<file path="config.mk">
export PLATFORM = sky130hd
export DESIGN_NAME = pwm_pair_center
export DESIGN_NICKNAME = d
export VERILOG_FILES = /design/src/rtl/pwm_pair_pkg.sv /design/src/rtl/pwm_updown_cnt.sv /design/src/rtl/pwm_cmp_chan.sv /design/src/rtl/pwm_pair_center.sv
export SDC_FILE = /design/constraint.sdc
export NUM_CORES = 1
export LEC_CHECK = 0
export BUFFER_PORTS_ARGS = -buffer_cell sky130_fd_sc_hd__buf_2
export CORE_MARGIN = 4
export CORE_UTILIZATION = 64
export DETAILED_ROUTE_END_ITERATION = 8
export GPL_TIMING_DRIVEN = 0
export PLACE_DENSITY = 0.93
export SYNTH_ARGS = -nofsm -noshare
export SYNTH_HDL_FRONTEND = slang
export SYNTH_SLANG_ARGS = --single-unit
</file>
<file path="constraint.sdc">
create_clock -name clk_i -period 10.4 [get_ports clk_i]
set_clock_uncertainty 0.2 [all_clocks]
set_input_delay 0.52 -clock clk_i [delete_from_list [all_inputs] [get_ports clk_i]]
set_output_delay 0.52 -clock clk_i [all_outputs]
set_load 0.05 [all_outputs]
</file>
<file path="src/rtl/pwm_pair_pkg.sv">
package pwm_pair_pkg;
  localparam int NUM_CH = 2;
  localparam int EVEN_CH = 0;

  typedef enum logic {
    MODE_INDEP = 1'b0,
    MODE_COMPL = 1'b1
  } pair_mode_e;
endpackage

</file>
<file path="src/rtl/pwm_updown_cnt.sv">
module pwm_updown_cnt #(
  parameter int CNT_W = 16
) (
  input  logic             clk_i,
  input  logic             rst_ni,
  input  logic             en_i,
  input  logic [CNT_W-1:0] period_i,
  output logic [CNT_W-1:0] cnt_o,
  output logic             dir_up_o,
  output logic [CNT_W-1:0] cnt_nxt_o,
  output logic             step_up_o,
  output logic             step_dn_o,
  output logic             at_zero_o,
  output logic             zero_evt_o,
  output logic             center_evt_o
);
  logic [CNT_W-1:0] cnt_q, cnt_d, per_q, per_eff;
  logic             dir_q, dir_d, zero_q, center_q;
  logic             up, dn;

  assign at_zero_o = (cnt_q == '0);
  // new period applies straight from the zero point
  assign per_eff   = at_zero_o ? period_i : per_q;

  always_comb begin
    cnt_d = cnt_q;
    dir_d = dir_q;
    up    = 1'b0;
    dn    = 1'b0;
    if (!en_i) begin
      cnt_d = '0;
      dir_d = 1'b1;
    end else if (per_eff != '0) begin
      if (dir_q) begin
        up    = 1'b1;
        cnt_d = cnt_q + 1'b1;
      end else begin
        dn    = 1'b1;
        cnt_d = cnt_q - 1'b1;
      end
      if (cnt_d == per_eff)  dir_d = 1'b0;
      else if (cnt_d == '0)  dir_d = 1'b1;
    end
  end

  always_ff @(posedge clk_i or negedge rst_ni) begin
    if (!rst_ni) begin
      cnt_q    <= '0;
      dir_q    <= 1'b1;
      per_q    <= '0;
      zero_q   <= 1'b0;
      center_q <= 1'b0;
    end else begin
      cnt_q    <= cnt_d;
      dir_q    <= dir_d;
      if (at_zero_o) per_q <= period_i;
      zero_q   <= dn && (cnt_d == '0);
      center_q <= up && (cnt_d == per_eff);
    end
  end

  assign cnt_o        = cnt_q;
  assign dir_up_o     = dir_q;
  assign cnt_nxt_o    = cnt_d;
  assign step_up_o    = up;
  assign step_dn_o    = dn;
  assign zero_evt_o   = zero_q;
  assign center_evt_o = center_q;
endmodule

</file>
<file path="src/rtl/pwm_cmp_chan.sv">
module pwm_cmp_chan #(
  parameter int CNT_W = 16
) (
  input  logic             clk_i,
  input  logic             rst_ni,
  input  logic             run_i,
  input  logic             at_zero_i,
  input  logic             step_up_i,
  input  logic             step_dn_i,
  input  logic [CNT_W-1:0] cnt_nxt_i,
  input  logic [CNT_W-1:0] cmp_i,
  output logic             cmpu_evt_o,
  output logic             cmpd_evt_o,
  output logic             pwm_o
);
  logic [CNT_W-1:0] cmp_q, cmp_eff;
  logic             hit, cu_d, cd_d, pwm_d;
  logic             cu_q, cd_q, pwm_q;

  assign cmp_eff = at_zero_i ? cmp_i : cmp_q;
  assign hit     = (cnt_nxt_i == cmp_eff);
  assign cu_d    = step_up_i && hit;
  assign cd_d    = step_dn_i && hit;

  always_comb begin
    pwm_d = pwm_q;
    if (!run_i)    pwm_d = 1'b0;
    else if (cu_d) pwm_d = 1'b1;
    else if (cd_d) pwm_d = 1'b0;
  end

  always_ff @(posedge clk_i or negedge rst_ni) begin
    if (!rst_ni) begin
      cmp_q <= '0;
      cu_q  <= 1'b0;
      cd_q  <= 1'b0;
      pwm_q <= 1'b0;
    end else begin
      if (at_zero_i) cmp_q <= cmp_i;
      cu_q  <= cu_d;
      cd_q  <= cd_d;
      pwm_q <= pwm_d;
    end
  end

  assign cmpu_evt_o = cu_q;
  assign cmpd_evt_o = cd_q;
  assign pwm_o      = pwm_q;
endmodule

</file>
<file path="src/rtl/pwm_pair_center.sv">
module pwm_pair_center
  import pwm_pair_pkg::*;
#(
  parameter int CNT_W = 16
) (
  input  logic                         clk_i,
  input  logic                         rst_ni,
  input  logic [NUM_CH-1:0]            en_i,
  input  logic                         comp_mode_i,
  input  logic [NUM_CH-1:0][CNT_W-1:0] period_i,
  input  logic [NUM_CH-1:0][CNT_W-1:0] cmp_i,
  output logic [NUM_CH-1:0][CNT_W-1:0] cnt_o,
  output logic [NUM_CH-1:0]            dir_up_o,
  output logic [NUM_CH-1:0]            zero_evt_o,
  output logic [NUM_CH-1:0]            center_evt_o,
  output logic [NUM_CH-1:0]            cmpu_evt_o,
  output logic [NUM_CH-1:0]            cmpd_evt_o,
  output logic [NUM_CH-1:0]            pwm_o
);
  logic [NUM_CH-1:0][CNT_W-1:0] cnt_nxt;
  logic [NUM_CH-1:0]            step_up, step_dn, at_zero, pwm_raw;
  pair_mode_e                   mode;

  assign mode = pair_mode_e'(comp_mode_i);

  for (genvar n = 0; n < NUM_CH; n++) begin : g_ch
    logic src_run, src_zero, src_up, src_dn;
    logic [CNT_W-1:0] src_nxt;

    pwm_updown_cnt #(.CNT_W(CNT_W)) i_cnt (
      .clk_i        (clk_i),
      .rst_ni       (rst_ni),
      .en_i         (en_i[n]),
      .period_i     (period_i[n]),
      .cnt_o        (cnt_o[n]),
      .dir_up_o     (dir_up_o[n]),
      .cnt_nxt_o    (cnt_nxt[n]),
      .step_up_o    (step_up[n]),
      .step_dn_o    (step_dn[n]),
      .at_zero_o    (at_zero[n]),
      .zero_evt_o   (zero_evt_o[n]),
      .center_evt_o (center_evt_o[n])
    );

    if (n % 2 == 0) begin : g_even
      assign src_run  = en_i[n];
      assign src_zero = at_zero[n];
      assign src_up   = step_up[n];
      assign src_dn   = step_dn[n];
      assign src_nxt  = cnt_nxt[n];
    end else begin : g_odd
      // complementary: odd comparator follows the even counter
      logic use_even;
      assign use_even = (mode == MODE_COMPL);
      assign src_run  = use_even ? en_i[n-1]    : en_i[n];
      assign src_zero = use_even ? at_zero[n-1] : at_zero[n];
      assign src_up   = use_even ? step_up[n-1] : step_up[n];
      assign src_dn   = use_even ? step_dn[n-1] : step_dn[n];
      assign src_nxt  = use_even ? cnt_nxt[n-1] : cnt_nxt[n];
    end

    pwm_cmp_chan #(.CNT_W(CNT_W)) i_cmp (
      .clk_i      (clk_i),
      .rst_ni     (rst_ni),
      .run_i      (src_run),
      .at_zero_i  (src_zero),
      .step_up_i  (src_up),
      .step_dn_i  (src_dn),
      .cnt_nxt_i  (src_nxt),
      .cmp_i      (cmp_i[n]),
      .cmpu_evt_o (cmpu_evt_o[n]),
      .cmpd_evt_o (cmpd_evt_o[n]),
      .pwm_o      (pwm_raw[n])
    );

    if (n % 2 == 0) begin : g_out_even
      assign pwm_o[n] = pwm_raw[n];
    end else begin : g_out_odd
      assign pwm_o[n] = (mode == MODE_COMPL) ? ~pwm_raw[n-1] : pwm_raw[n];
    end
  end
endmodule

</file>
## Word level (Yosys, flattened, before mapping)

Index checks and enable logic that the tools add are counted.

| word-level totals | value |
|---|---|
| flip-flop bits (word level) | 108 |
| input port bits | 69 |
| output and inout port bits | 44 |
| word-level logic and storage cells | 99 |

| cells by class | value |
|---|---|
| add/sub/neg operators | 4 |
| equal/unequal tests | 12 |
| muxes and demuxes | 46 |
| bitwise logic cells | 1 |
| reduce and logical (&&, ||, !) cells | 18 |

Operators with widths:

| cell | number |
|---|---|
| two-way mux 16 bit | 15 |
| == test 16 bit | 6 |
| logical NOT 16 bit | 6 |
| adder 16 x 1 -> 16 bit (second input constant) | 2 |
| nonzero test 16 bit | 2 |
| subtractor 16 x 1 -> 16 bit (second input constant) | 2 |
| two-way mux 1 bit | 31 |
| != test 3 x 1 -> 1 bit (second input constant) | 3 |
| logical AND 1 bit | 8 |
| != test 2 x 1 -> 1 bit (second input constant) | 2 |
| AND reduction 2 bit | 2 |
| != test 3 bit (second input constant) | 1 |
| NOT 1 bit | 1 |

## Depth between registers and ports, before layout

| depth | value |
|---|---|
| depth after elaboration | 13 |
| gate-level depth with buffers | 15 |
| depth with buffers taken out | 12 |

## By module

Synthesis repeated with hierarchy kept, for this count alone.

| unflattened totals | value |
|---|---|
| cell total of the unflattened synthesis | 847 |
| area, all modules | 8257.9 um2 |

Modules (own cells, without submodules):

| module | instances | cells an instance | area an instance (um2) |
|---|---|---|---|
| pwm_updown_cnt | 2 | 347 | 3041.7 |
| pwm_cmp_chan | 2 | 64 | 917.1 |
| pwm_pair_center | 1 | 25 | 340.3 |

## Worst setup path after synthesis

OpenSTA, ideal clock, no wires.

| timing path | value |
|---|---|
| path kind | register to register |
| start point | register g_ch[0].i_cnt.dir_q |
| end point | register g_ch[0].i_cnt.zero_q |
| setup time | 86 ps |
| arrival time | 3731 ps |
| required time | 10114 ps |
| path slack | 6382 ps |
| stages on the path, launching flop included | 14 |
| buffers on the path | 2 |
| clock period less this slack | 4018 ps |
| path through | dfstp_2 clkbuf_1 inv_1 ha_1 clkbuf_1 a21oi_1 o21ai_1 o41ai_1 nor4_1 a31oi_4 inv_2 or4_1 or4_1 nor3_1 |

RTL lines:

| what | RTL line | source |
|---|---|---|
| from (decl) | pwm_updown_cnt.sv:18 | `logic dir_q, dir_d, zero_q, center_q;` |
| from (signal assigned) | pwm_updown_cnt.sv:55 | `dir_q <= dir_d;` |
| to (signal assigned) | pwm_updown_cnt.sv:57 | `zero_q <= dn && (cnt_d == '0);` |
| to (decl) | pwm_updown_cnt.sv:18 |  |

## Worst setup path after layout

| timing path | value |
|---|---|
| start point | register g_ch[0].i_cnt.dir_q |
| end point | register g_ch[0].i_cmp.cd_q |

| on the way | value |
|---|---|
| longest elaborated chain between the ends | 7 |
| elaborated cells on any way between the ends | 10 |
| those cells by class | 1 x eq/ne; 8 x mux; 1 x reduce/logical |

Ends and longest elaborated chain:

| what | RTL line | source |
|---|---|---|
| two-way mux 16 bit | pwm_updown_cnt.sv:34 | `if (dir_q) begin` |
| two-way mux 16 bit | pwm_updown_cnt.sv:33 | `end else if (per_eff != '0) begin` |
| two-way mux 16 bit | pwm_updown_cnt.sv:30 | `if (!en_i) begin` |
| two-way mux 16 bit | pwm_updown_cnt.sv:33 |  |
| two-way mux 16 bit | pwm_updown_cnt.sv:30 |  |
| == test 16 bit | pwm_cmp_chan.sv:21 | `assign hit = (cnt_nxt_i == cmp_eff);` |
| logical AND 1 bit * | pwm_cmp_chan.sv:23 | `assign cd_d = step_dn_i && hit;` |
| via g_ch[0].i_cmp.cd_d | pwm_cmp_chan.sv:17 | `logic hit, cu_d, cd_d, pwm_d;` |
| to (signal assigned) | pwm_cmp_chan.sv:36 | `cd_q <= 1'b0;` |
| to (signal assigned) | pwm_cmp_chan.sv:41 | `cd_q <= cd_d;` |
| to (decl) | pwm_cmp_chan.sv:18 | `logic cu_q, cd_q, pwm_q;` |

The timed path passes the listed nets; every way through them passes the cells marked *. The select of a mux whose other input is x is not followed.
A chain may end at the register's enable or synchronous reset.

==> results_dict.tcl <==
set metrics [dict create \
    total_power_mw 1.36 \
    wl_per_cell_um 19.6 \
    timing.final.hold_violations 0 \
    fin_crit_sh_pct 49.3 \
    fmaxAchievable_mhz 195 \
    crit_family "simple AND/OR/NAND/NOR gates" \
    syn_avg_cell_area_um2 9.04 \
    postCtsResizedCells 0 \
    result_of_the_run "completed" \
    count_of_cell_types_in_the_netlist 79 \
    yosysTopAreaCellShare_pct 32.2 \
    synthesis.nets 1011 \
    insertion_delay_ns 0.36 \
    report.final.slew_viol_count 0 \
    cts-root-to-sink-buffers 2 \
    die_area_mm2 0.0147 \
    detailroute.wirelength.met3_um 2590 \
    cts_inserted_buffers 9 \
    setup_total_negative_slack_ns 0 \
    highest_layer_used_for_signal_routing "met4" \
    row_count 41 \
    ctsHtreeMaxLevel 3 \
    synth_cells 910 \
    mappedNetlistArea_mm2 0.00823 \
    timing.critical_path.slowest_stage_cell "nor4_1" \
    drt_wl_total_um 23800 \
    ant_nets 0 \
    global_route.overflow_total 0 \
    cts.clk_slew.worst_paths_ns 0.07 \
    initial_antenna_violation_count 0 \
    cp_data_required_time_ns 10.45 \
    stdcell_area_mm2 0.00933 \
    place_congestion 0.980 \
    final_nets 1135 \
    met1_length_um 10200 \
    first_pass_grt_wire_length_um 37200 \
    timing.critical_path.cells "clkbuf_1 -> inv_1 -> ha_1 -> a211oi_1 -> o31a_1 -> xnor2_1 -> mux2i_1 -> inv_1 -> o21ai_0 -> a32oi_1 -> nor4_1 -> nand4b_1 -> nor4_1" \
    numClockSinks 108 \
    number_of_diodes 0 \
    ys_seq_elements 108 \
    timing.critical_path.buf_inv 3 \
    ctsHoldBuffers 1 \
    most_used_flip_flop_cell_after_synthesis "dfrtp_1" \
    postSynth.asyncResetShare_pct 100 \
    hold_class "in -> reg" \
    number_of_global_route_vias_before_repair 7153 \
    critPathMaxStageDelay_ns 0.82 \
    ir_drop_worst_case_vdd_v 0.000108 \
    cp_data_arrival_time_ns 5.17 \
    hpwlAfterDp_um 18300 \
    synth_enable_flop_cells 0 \
    post-synth-top-area-cell "dfrtp_1" \
    drt_pass1_iterations 5 \
    numPortBuffers 111 \
    relSlewSlack_pct 38.9 \
    layout_common_cells "119 x buf_2, 106 x dfrtp_1, 87 x xnor2_1, 76 x inv_1, 67 x mux2i_1" \
    cellLeakagePower_nw 4.50 \
    post-cts-setup-buffer-count 0 \
    post-route-drc-count 0 \
    gr-usage-all-layers_pct 32.3 \
    finalSetupViolCount 0 \
    dr.first_iter.drc_count 860 \
    flow.area_growth_from_synthesis_pct 13.4 \
    setup.worst_path.end_class "register" \
    worstSetupStartpointType "register" \
    synthTopCellsByArea "dfrtp_1 32%, xnor2_1 9.3%, mux2i_1 8.2%" \
    start_util_pct 65.2 \
    die_height_um 121 \
    synth-warning-count 0 \
    grt_start_max_net_pins 61 \
    die_w_um 121 \
    boundaryPins 113 \
    mostFrequentLayoutCell "buf_2" \
    power.density_cell_area_mw_per_mm2 145 \
    crit_type "reg -> reg" \
    route.detailed.vias_per_inst 6.39 \
    seq_area_frac_synth_pct 32.9 \
    cts-root-buf "clkbuf_16" \
    layout-drive-gt1-share_pct 17.6 \
    cap_violations 0 \
    met2RoutedLength_um 10200 \
    rsz_0062_raised_after_global_routing "no" \
    worstPathMaxFanout 16 \
    cts_tree "yes" \
    actual_transition_at_the_worst_max_transition_pin_ns 0.908 \
    layout_min_cycle_time_ns 5.12 \
    total_vias_in_the_final_route 7738 \
    place_area_mm2 0.00903 \
    core_area_mm2 0.0126 \
]
==> layout make-up <==
class                   instances  area, um2
plain buffers                  51        267
clock buffers                  11        233
clock inverters                 5       61.3
fillers                       953       3290
inverters                      77        289
multi-input cells             674       4970
flip-flops and latches        108       2710
well taps                     172        215
repair buffers                113        596
==> flip-flops by register name, indices dropped and copies added, names as in the netlist <==
| name | count |
|---|---|
| g_ch.i_cmp.cmp_q | 32 |
| g_ch.i_cnt.cnt_o | 32 |
| g_ch.i_cnt.per_q | 32 |
| g_ch.i_cmp.cmpd_evt_o | 2 |
| g_ch.i_cmp.cmpu_evt_o | 2 |
| g_ch.i_cmp.pwm_o | 2 |
| g_ch.i_cnt.center_evt_o | 2 |
| g_ch.i_cnt.dir_up_o | 2 |
| g_ch.i_cnt.zero_evt_o | 2 |
==> cells in the mapped netlist, drive strengths merged (3+ instances only) <==
cell type / count
and2: 14
mux2: 22
and4b: 4
dfrtp: 106
nand4: 27
o2111ai: 7
mux2i: 68
nor2b: 6
and3: 7
nor3: 16
a31oi: 8
xor2: 14
and4: 3
a211oi: 6
o211ai: 7
a21oi: 34
or4: 7
a22oi: 3
a21boi: 3
nand2: 57
a21o: 13
ha: 30
buf: 26
nor3b: 3
nor2: 46
xnor2: 88
nand2b: 8
o21a: 9
nand3: 29
or3: 7
a2111oi: 3
o221ai: 3
o22ai: 5
nand4b: 4
o21ai: 26
o31ai: 8
nor4b: 3
inv: 77
nor4: 46
clkbuf: 25
==> worst register-to-register path: cells and delay by family (launching register included) <==
| family | cells | cell delay, ns |
|---|---|---|
| AND/OR/NAND/NOR | 3 | 1.31 |
| AO/OA/AOI/OAI | 4 | 0.98 |
| buffers and inverters | 3 | 0.84 |
| flip-flops | 1 | 0.57 |
| multiplexers | 1 | 0.47 |
| adder cells (fa/ha/maj) | 1 | 0.44 |
| XOR/XNOR | 1 | 0.19 |
==> logic make-up (layout without fill, tap and decap cells) <==
group | Yosys count | in the layout | share of synthesized area [%]
flip-flops | 108 | 108 | 32.9
adder cells (fa/ha/maj) | 32 | 32 | 5.05
XOR/XNOR | 103 | 103 | 11.2
multiplexers | 90 | 90 | 11.5
AO/OA/AOI/OAI | 155 | 155 | 13.0
buffers and inverters | 128 | 257 | 6.75
AND/OR/NAND/NOR | 294 | 294 | 19.6
==> where the power goes <==
group	switching, mW	total [mW]	internal (mW)	leakage [nW]
registers	0.0395	0.543	0.504	1.35
clock network	0.156	0.344	0.188	0.138
logic	0.270	0.468	0.198	3.01
total	0.466	1.36	0.890	4.50
==> through the flow <==
step / hold slack [ns] / worst slack, ns / util (%) / std cells
floorplan: 0.0244 / 6.38 / - / 910
global placement: 0.282 / 5.64 / 71.3 / 1193
detailed placement: 0.293 / 5.57 / 71.5 / 1194
CTS: 0.209 / 5.49 / 74.0 / 1211
global route: 0.227 / 5.08 / 74.0 / 1211
finish: 0.218 / 5.28 / 74.0 / 1211
==> metal layers <==
layer  track usage, %  up-vias
met2             47.4      514
met4             12.0        0
met3             6.99       77
li1                 -     3530
met5                0        -
met1             46.9     3617
==> path summary, 6_finish.rpt <==
| check | start | end | depth (start not counted) | slack (ns) |
|---|---|---|---|---|
| max | g_ch[0].i_cnt.dir_up_o | g_ch[0].i_cmp.cmpd_evt_o | 13 | 5.28 |
| min | cmp_i[4] | g_ch[0].i_cmp.cmp_q[4] | 3 | 0.22 |
| max reg2reg | g_ch[0].i_cnt.dir_up_o | g_ch[0].i_cmp.cmpd_evt_o | 13 | 5.28 |
| min reg2reg | g_ch[0].i_cmp.cmp_q[4] | g_ch[0].i_cmp.cmp_q[4] | 2 | 0.31 |
| max in group asynchronous | rst_ni | g_ch[0].i_cnt.dir_up_o | 3 | 8.75 |
| min in group asynchronous | rst_ni | g_ch[0].i_cmp.cmp_q[13] | 2 | 0.52 |
(Power assumes the default switching activity.)
